### src/rtl/gt16_pkg.sv
package gt16_pkg;
  localparam int BYTE_W     = 8;
  localparam int PSEL_W     = 2;
  localparam int TICK_DIV   = 4;
  localparam int SYNC_DEPTH = 2;

  typedef enum logic [PSEL_W-1:0] {
    PS_DIV1 = 2'b00,
    PS_DIV2 = 2'b01,
    PS_DIV4 = 2'b10,
    PS_DIV8 = 2'b11
  } psel_e;
endpackage

### src/rtl/gt16_tick_gen.sv
module gt16_tick_gen #(
  parameter int TICK_DIV   = 4,
  parameter int SYNC_DEPTH = 2
) (
  input  logic clk,
  input  logic rst,
  input  logic ext_in,
  output logic int_tick,
  output logic ext_rise_sync,
  output logic ext_rise_raw
);
  localparam int PH_W = (TICK_DIV > 1) ? $clog2(TICK_DIV) : 1;
  localparam logic [PH_W-1:0] PH_LAST = PH_W'(TICK_DIV - 1);

  logic [PH_W-1:0] phase_q;

  always_ff @(posedge clk) begin
    if (rst)                   phase_q <= '0;
    else if (phase_q == PH_LAST) phase_q <= '0;
    else                       phase_q <= phase_q + 1'b1;
  end

  assign int_tick = (phase_q == PH_LAST);

  // Stages 0..SYNC_DEPTH-1 form the resynchronizer; the last stage holds the previous value.
  logic [SYNC_DEPTH:0] chain_q;

  generate
    for (genvar s = 0; s <= SYNC_DEPTH; s++) begin : g_stage
      if (s == 0) begin : g_first
        always_ff @(posedge clk) begin
          if (rst) chain_q[0] <= 1'b0;
          else     chain_q[0] <= ext_in;
        end
      end else begin : g_next
        always_ff @(posedge clk) begin
          if (rst) chain_q[s] <= 1'b0;
          else     chain_q[s] <= chain_q[s-1];
        end
      end
    end
  endgenerate

  assign ext_rise_sync = chain_q[SYNC_DEPTH-1] & ~chain_q[SYNC_DEPTH];
  assign ext_rise_raw  = ext_in & ~chain_q[0];
endmodule

### src/rtl/gt16_prescaler.sv
module gt16_prescaler #(
  parameter int PSEL_W = 2
) (
  input  logic              clk,
  input  logic              rst,
  input  logic              clr,
  input  logic              tick_in,
  input  logic [PSEL_W-1:0] psel,
  output logic              tick_out
);
  localparam int PC_W = (2 ** PSEL_W) - 1;

  logic [PC_W-1:0] pcnt_q;
  logic [PC_W-1:0] limit;

  always_comb begin
    for (int i = 0; i < PC_W; i++) begin
      limit[i] = (i < int'(psel));
    end
  end

  assign tick_out = tick_in & ~clr & (pcnt_q == limit);

  always_ff @(posedge clk) begin
    if (rst || clr)    pcnt_q <= '0;
    else if (tick_out) pcnt_q <= '0;
    else if (tick_in)  pcnt_q <= pcnt_q + 1'b1;
  end
endmodule

### src/rtl/gt16_counter.sv
module gt16_counter #(
  parameter int BYTE_W = 8
) (
  input  logic              clk,
  input  logic              rst,
  input  logic              inc,
  input  logic              wr_lo,
  input  logic              wr_hi,
  input  logic [BYTE_W-1:0] wr_data,
  input  logic              ovf_clr,
  output logic [2*BYTE_W-1:0] count,
  output logic              ovf_flag
);
  localparam int CNT_W = 2 * BYTE_W;

  logic [CNT_W-1:0] cnt_q;
  logic             flag_q;
  logic             any_wr;
  logic             wrap;

  assign any_wr = wr_lo | wr_hi;
  assign wrap   = inc & ~any_wr & (cnt_q == {CNT_W{1'b1}});

  always_ff @(posedge clk) begin
    if (rst) begin
      cnt_q <= '0;
    end else if (any_wr) begin
      if (wr_lo) cnt_q[BYTE_W-1:0]     <= wr_data;
      if (wr_hi) cnt_q[CNT_W-1:BYTE_W] <= wr_data;
    end else if (inc) begin
      cnt_q <= cnt_q + 1'b1;
    end
  end

  always_ff @(posedge clk) begin
    if (rst)          flag_q <= 1'b0;
    else if (wrap)    flag_q <= 1'b1;
    else if (ovf_clr) flag_q <= 1'b0;
  end

  assign count    = cnt_q;
  assign ovf_flag = flag_q;
endmodule

### src/rtl/gt16_timer.sv
module gt16_timer
  import gt16_pkg::*;
(
  input  logic              clk,
  input  logic              rst,
  input  logic              ctl_on,
  input  logic              ctl_src,
  input  logic              ctl_nosync,
  input  logic              ctl_gate_en,
  input  logic              ctl_gate_pol,
  input  logic [PSEL_W-1:0] ctl_psel,
  input  logic              ext_in,
  input  logic              gate_in,
  input  logic              wr_lo,
  input  logic              wr_hi,
  input  logic [BYTE_W-1:0] wr_data,
  output logic [BYTE_W-1:0] rd_lo,
  output logic [BYTE_W-1:0] rd_hi,
  output logic              ovf_flag,
  input  logic              ovf_clr,
  input  logic              ovf_ie,
  output logic              irq
);
  logic int_tick, rise_sync, rise_raw;
  logic src_evt, gate_ok, qual_evt, inc;
  logic [2*BYTE_W-1:0] count;

  gt16_tick_gen #(.TICK_DIV(TICK_DIV), .SYNC_DEPTH(SYNC_DEPTH)) u_src (
    .clk(clk), .rst(rst), .ext_in(ext_in),
    .int_tick(int_tick), .ext_rise_sync(rise_sync), .ext_rise_raw(rise_raw)
  );

  always_comb begin
    if (!ctl_src)       src_evt = int_tick;
    else if (ctl_nosync) src_evt = rise_raw;
    else                src_evt = rise_sync;
  end

  assign gate_ok  = ~ctl_gate_en | (gate_in == ctl_gate_pol);
  assign qual_evt = ctl_on & gate_ok & src_evt;

  gt16_prescaler #(.PSEL_W(PSEL_W)) u_psc (
    .clk(clk), .rst(rst), .clr(wr_lo | wr_hi),
    .tick_in(qual_evt), .psel(ctl_psel), .tick_out(inc)
  );

  gt16_counter #(.BYTE_W(BYTE_W)) u_cnt (
    .clk(clk), .rst(rst), .inc(inc),
    .wr_lo(wr_lo), .wr_hi(wr_hi), .wr_data(wr_data),
    .ovf_clr(ovf_clr), .count(count), .ovf_flag(ovf_flag)
  );

  assign rd_lo = count[BYTE_W-1:0];
  assign rd_hi = count[2*BYTE_W-1:BYTE_W];
  assign irq   = ovf_flag & ovf_ie;
endmodule

### config.mk
export PLATFORM = sky130hd
export DESIGN_NAME = gt16_timer
export DESIGN_NICKNAME = d
export VERILOG_FILES = /design/src/rtl/gt16_pkg.sv /design/src/rtl/gt16_tick_gen.sv /design/src/rtl/gt16_prescaler.sv /design/src/rtl/gt16_counter.sv /design/src/rtl/gt16_timer.sv
export SDC_FILE = /design/constraint.sdc
export NUM_CORES = 1
export LEC_CHECK = 0
export ABC_AREA = 0
export BUFFER_PORTS_ARGS = -buffer_cell sky130_fd_sc_hd__buf_2
export CORE_UTILIZATION = 35
export DETAILED_ROUTE_END_ITERATION = 10
export GPL_TIMING_DRIVEN = 0
export MAX_ROUTING_LAYER = met4
export PLACE_DENSITY_LB_ADDON = 0.25
export SYNTH_ARGS = -nofsm -noshare
export SYNTH_HDL_FRONTEND = slang
export SYNTH_SLANG_ARGS = --single-unit
### constraint.sdc
create_clock -name clk -period 2.27 [get_ports clk]
set_clock_uncertainty 0.05 [all_clocks]
set_input_delay 0.1135 -clock clk [delete_from_list [all_inputs] [get_ports clk]]
set_output_delay 0.1135 -clock clk [all_outputs]
set_load 0.1 [all_outputs]
==> impl_metrics.env, run 1 <==
export IMPL_startpoint="u_psc.pcnt_q[0]"
export IMPL_p_per_area_nw_per_um2=583
export IMPL_synth_top_area_share_pct=34.0
export IMPL_grt_pass1_wl_mm=6.93
export IMPL_finalSetupViolations=0
export IMPL_syn_to_final_growth_pct=22.1
export IMPL_rows=23
export IMPL_tns_ns=0
export IMPL_nNetsFinal=246
export IMPL_worstSetupStartpointType="flop"
export IMPL_period_minus_slack_ns=2.11
export IMPL_ys_types=45
export IMPL_place_inst=265
export IMPL_internal_power_uw=656
export IMPL_period_share_pct=93.1
export IMPL_htreeDepth=1
export IMPL_synth_top_cells_by_count="dfxtp_1 (25), nand2_1 (13), nor2_1 (13), nand3_1 (12), a21oi_1 (10)"
export IMPL_clk_latency_ns=0.27
export IMPL_p_comb_share_pct=26.9
export IMPL_clock_sinks=25
export IMPL_drtAntennaViolNets=0
export IMPL_syn_inst=177
export IMPL_final_cells=269
export IMPL_postCtsResizedCells=0
export IMPL_cts_tree="done"
export IMPL_rsz0062_at_grt="false"
export IMPL_hold_buffers=0
export IMPL_die_h_um=66.9
export IMPL_fillers=441
export IMPL_fmax_mhz=473
export IMPL_grt_pass1_vias=1464
export IMPL_crit_buf_inv=0
export IMPL_place_congestion=0.816
export IMPL_rrSetupSlack_ns=0.16
export IMPL_power_mw=1.05
export IMPL_num_vias=1535
export IMPL_tightest_slew_ns=0.661
export IMPL_post_route_drc_count=0
export IMPL_clock_root_buffer="clkbuf_8"
export IMPL_antenna_cells=0
export IMPL_grt_max_degree=16
export IMPL_grt_usage_pct=20.6
export IMPL_cts_buffers_inserted=3
export IMPL_clk_pin_slew_ns=0.09
export IMPL_r2r_start="u_psc.pcnt_q[0]"
export IMPL_crit_path_end_kind="flop"
export IMPL_peakVddDrop_mv=0.210
export IMPL_ys_top_cells_by_area="dfxtp_1 (34%), o31ai_1 (4.6%), nand3_1 (4.1%)"
export IMPL_drtPass1Iterations=4
export IMPL_crit_slowest_cell="a2111oi_4"
export IMPL_synth_edf_count=0
export IMPL_drt_iter0_markers=85
export IMPL_ios=41
export IMPL_critPathKind="flop to flop"
export IMPL_core_um2=4030
export IMPL_ys_seq_elements=25
export IMPL_status="finished clean"
export IMPL_swShare_pct=37.5
export IMPL_yosysSeqAreaShare_pct=34.0
export IMPL_max_stage_delay_ns=0.51
export IMPL_finalMaxSlewViolations=0
export IMPL_cp_arrival_ns=2.25
export IMPL_start_util_pct=36.6
export IMPL_synth_area_leader_cell="dfxtp_1"
export IMPL_ys_async_sr_fraction_pct=0
export IMPL_overflow=0
export IMPL_wl_mm=4.14
export IMPL_path_max_fanout=10
export IMPL_clock_path_buffers=2
export IMPL_syn_area_um2=1470
export IMPL_wl_per_cell_um=15.4
export IMPL_worstHoldStart="ext_in"
export IMPL_post_route_util_pct=44.7
export IMPL_path_delay_family="compound AO/OA/AOI/OAI gates"
export IMPL_min_path_type="input port to flop"
export IMPL_avgViaCountPerCell=5.71
export IMPL_p_switching_uw=394
export IMPL_drive_gt1_share_pct=26.5
export IMPL_syn_avg_cell_area_um2=8.33
export IMPL_hold_viol_final=0
export IMPL_die_area_um2=4470
export IMPL_p_leak_nw=0.693
export IMPL_power_share_clock_pct=26.5
export IMPL_relSlewSlack_pct=55.7
export IMPL_dieWidth_um=66.9
export IMPL_antenna_found_initial=0
export IMPL_seqPwrFrac_pct=46.6
export IMPL_syn_num_nets=203
export IMPL_ys_flop_type="dfxtp_1"
export IMPL_worst_ep_required_time_ns=2.41
export IMPL_port_buffers=38
export IMPL_cts_setup_buffers=0
export IMPL_path_cells="or2_1 > a2111oi_4 > o211ai_4 > or3_1 > a311oi_1"
export IMPL_max_cap_viol_count=0
export IMPL_synth_most_common_cell="dfxtp_1"
export IMPL_hpwl_mm=3.07
export IMPL_ys_warn_count=0
## power groups by stage
stage / combinational [mW] / sequential [mW] / clock, mW
final: 0.282 / 0.489 / 0.278
after global routing: 0.301 / 0.494 / 0.303
after CTS: 0.280 / 0.489 / 0.287
after detailed placement: 0.279 / 0.499 / 0
after global placement: 0.278 / 0.499 / 0
after floorplan: 0.0911 / 0.620 / 0
## worst paths after layout
check | end | cells after the start
worst max-delay path | u_cnt.count[0] | 5
worst max register to register | u_cnt.count[0] | 5
worst min-delay path | u_src.chain_q[0] | 2
worst min register to register | u_src.phase_q[0] | 1
## logic make-up after synthesis
logic type                 after synthesis  synth area share (%)
adders and majority gates                3                  2.55
AOI/OAI and AO/OA                       54                  29.5
muxes                                    3                  2.04
buffers and inverters                   15                  3.82
DFF                                     25                  34.0
xor gates and xnor gates                 5                  2.97
and+or+nand+nor                         72                  25.1
## cell type report
| type | instances | area, µm² | share of cell area (%) |
|---|---|---|---|
| Multi-Input combinational cell | 137 | 932 | 51.8 |
| Sequential cell | 25 | 509 | 28.3 |
| Timing Repair Buffer | 38 | 190 | 10.6 |
| Tap cell | 50 | 62.6 | 3.48 |
| Clock buffer | 3 | 41.3 | 2.29 |
| Buffer | 9 | 33.8 | 1.88 |
| Inverter | 6 | 22.5 | 1.25 |
| Clock inverter | 1 | 7.51 | 0.417 |
## metrics by stage
stage	cell area [µm²]	setup WS, ns	hold slack (ns)
floorplan	1480	0.0947	0.192
CTS	1780	0.146	0.0399
global route	1800	0.00764	0.0688
global placement	1740	0.219	0.303
finish	1800	0.156	0.0450
detailed placement	1740	0.187	0.323
## routing by layer
| layer | part of all wire (%) | track usage, % | vias up | wire (µm) |
|---|---|---|---|---|
| met5 | 0 | - | - | 0 |
| met4 | 1.4 | 4.52 | 0 | 57 |
| met2 | 46 | 34.0 | 41 | 1900 |
| met1 | 49 | 27.1 | 721 | 2020 |
| met3 | 3.9 | 2.05 | 7 | 160 |
| li1 | - | - | 766 | - |
## flip-flops by register name, indices dropped and copies added (netlist names)
signal and count:
u_src.phase_q 2, u_cnt.count 16, u_psc.pcnt_q 3, u_src.chain_q 3, u_cnt.ovf_flag 1
## cells in the final DEF, fill, tap and decap left out, drive strengths merged, types with 2 or more instances in the layout
master,n
a21oi,11
a2bb2oi,3
a31oi,2
and2,2
and3,2
buf,38
clkbuf,12
dfxtp,25
ha,3
inv,5
mux2i,3
nand2,13
nand3,12
nand4,4
nor2,13
nor2b,2
nor3,9
nor3b,2
nor4,5
o2111ai,3
o211a,2
o211ai,7
o21ai,4
o311ai,2
o31ai,9
o32ai,4
or2,2
or3,3
xnor2,2
xor2,3
Note: power is estimated with default switching activity, not from simulation.
==> run 2: changes to the inputs <==
MAX_ROUTING_LAYER = unset   (was met4)
==> run 2 against run 1 <==
  * Sequential power hardly changed
  * Clock power is essentially flat
  * Clock-buffer cell count did not move
  * Critical path type unchanged
  * Critical endpoint unchanged
  * Largest power group unchanged
  * Highest routed layer unchanged
==> impl_metrics.env, run 2 (synthesized netlist as in run 1, its figures left out) <==
export IMPL_drt_iter0_markers=88
export IMPL_regArea_um2=509
export IMPL_core_um2=4030
export IMPL_start_util_pct=36.6
export IMPL_worstSetupStartpointType="flop"
export IMPL_wl_mm=4.14
export IMPL_path_delay_family="compound AO/OA/AOI/OAI gates"
export IMPL_r2r_start="u_psc.pcnt_q[0]"
export IMPL_rsz0062_at_grt="false"
export IMPL_internal_power_uw=656
export IMPL_startpoint="u_psc.pcnt_q[0]"
export IMPL_tightest_slew_ns=0.661
export IMPL_htreeDepth=1
export IMPL_multiInputGateArea_um2=932
export IMPL_p_leak_nw=0.693
export IMPL_hpwl_mm=3.07
export IMPL_crit_path_end_kind="flop"
export IMPL_clock_sinks=25
export IMPL_drtAntennaViolNets=0
export IMPL_hold_viol_final=0
export IMPL_r2r_end="u_cnt.count[0]"
export IMPL_place_congestion=0.804
export IMPL_die_h_um=66.9
export IMPL_whs_ns=0.0450
export IMPL_largest_register_ffs=16
export IMPL_cts_tree="done"
export IMPL_drtPass1Iterations=4
export IMPL_peakVddDrop_mv=0.210
export IMPL_power_mw=1.05
export IMPL_worst_ep_required_time_ns=2.41
export IMPL_clock_path_buffers=2
export IMPL_grt_pass1_vias=1463
export IMPL_finalMaxSlewViolations=0
export IMPL_max_cap_viol_count=0
export IMPL_finalSetupViolations=0
export IMPL_grt_usage_pct=20.1
export IMPL_cts_buffers_inserted=3
export IMPL_layout_commonest_cell="buf_2"
export IMPL_seqPwrFrac_pct=46.6
export IMPL_p_comb_share_pct=26.9
export IMPL_period_minus_slack_ns=2.11
export IMPL_nNetsFinal=246
export IMPL_grt_pass1_wl_mm=6.93
export IMPL_port_buffers=38
export IMPL_syn_to_final_growth_pct=22.1
export IMPL_cp_arrival_ns=2.25
export IMPL_overflow=0
export IMPL_antenna_found_initial=0
export IMPL_power_share_clock_pct=26.5
export IMPL_r2r_cells=5
export IMPL_hold_buffers=0
export IMPL_final_cell_mix="buf_2 (38), dfxtp_1 (18), nand2_1 (13), nor2_1 (13), nand3_1 (12)"
export IMPL_fillers=441
export IMPL_clk_pin_slew_ns=0.09
export IMPL_relSlewSlack_pct=55.7
export IMPL_clk_latency_ns=0.27
export IMPL_avgViaCountPerCell=5.71
export IMPL_p_per_area_nw_per_um2=583
export IMPL_max_stage_delay_ns=0.51
export IMPL_die_area_um2=4470
export IMPL_rows=23
export IMPL_status="finished clean"
export IMPL_tns_ns=0
export IMPL_antenna_cells=0
export IMPL_crit_cells=5
export IMPL_grt_max_degree=16
export IMPL_post_route_drc_count=0
export IMPL_clock_root_buffer="clkbuf_8"
export IMPL_period_share_pct=93.1
export IMPL_fmax_mhz=473
export IMPL_drive_gt1_share_pct=26.5
export IMPL_wl_per_cell_um=15.4
export IMPL_swShare_pct=37.5
export IMPL_setup_worst_path_end="u_cnt.count[0]"
export IMPL_min_path_type="input port to flop"
export IMPL_num_vias=1535
export IMPL_ios=41
export IMPL_path_max_fanout=10
export IMPL_crit_buf_inv=0
export IMPL_crit_slowest_cell="a2111oi_4"
export IMPL_dieWidth_um=66.9
export IMPL_path_cells="or2_1 > a2111oi_4 > o211ai_4 > or3_1 > a311oi_1"
export IMPL_rrSetupSlack_ns=0.16
export IMPL_p_switching_uw=393
export IMPL_critPathKind="flop to flop"
-- run 2: cell counts in the layout (fill, tap and decap cells not counted) --
Identical to the previous run, type by type.
-- run 2: worst register-to-register path, delay by kind of cell (launching register included) --
family,cells,cell delay (ns)
AO/OA/AOI/OAI,3,0.98
AND/OR/NAND/NOR,2,0.63
flip-flops,1,0.37
-- run 2: layout make-up --
class                   instances  area share, %
inverters                       6           1.25
multi-input cells             137           51.8
well taps                      50           3.48
plain buffers                   9           1.88
clock buffers                   3           2.29
flip-flops and latches         25           28.3
clock inverters                 1          0.417
repair buffers                 38           10.6
-- run 2: power by group through the flow --
stage | registers (mW) | logic (mW) | clock network (mW)
3_3_place_gp | 0.499 | 0.278 | 0
6_report | 0.489 | 0.282 | 0.278
4_1_cts | 0.489 | 0.280 | 0.287
5_1_grt | 0.494 | 0.301 | 0.303
2_1_floorplan | 0.620 | 0.0911 | 0
3_5_place_dp | 0.499 | 0.279 | 0
-- run 2: worst min-delay path by stage --
stage	end	start	cells past startpoint	slack, ns
after floorplan	u_src.chain_q[0]	ext_in	1	0.19
after global placement	u_src.chain_q[0]	ext_in	2	0.30
after detailed placement	u_src.chain_q[0]	ext_in	2	0.32
after CTS	u_src.chain_q[0]	ext_in	2	0.04
after global routing	u_src.chain_q[0]	ext_in	2	0.07
final	u_src.chain_q[0]	ext_in	2	0.04
-- run 2: layer usage --
metal	vias up	GRT usage [%]	routed length, µm
li1	766	-	-
met1	721	27.0	2020
met2	41	34.0	1900
met3	7	2.23	168
met4	0	4.52	55
met5	-	0	0
-- run 2: repair_timing --
item / 4_1_cts / 5_1_grt
setup buffers: 0 / 0
endpoints found under the setup margin: 0 / 9
gates resized for setup: 0 / 3
-- run 2: stage by stage --
stage,cell area [µm²],setup WS (ns),cells,utilization [%]
2_1_floorplan,1480,0.0947,177,-
3_3_place_gp,1740,0.219,265,43.1
3_5_place_dp,1740,0.187,265,43.1
4_1_cts,1780,0.146,269,44.3
5_1_grt,1800,0.00764,269,44.7
6_report,1800,0.156,269,44.7
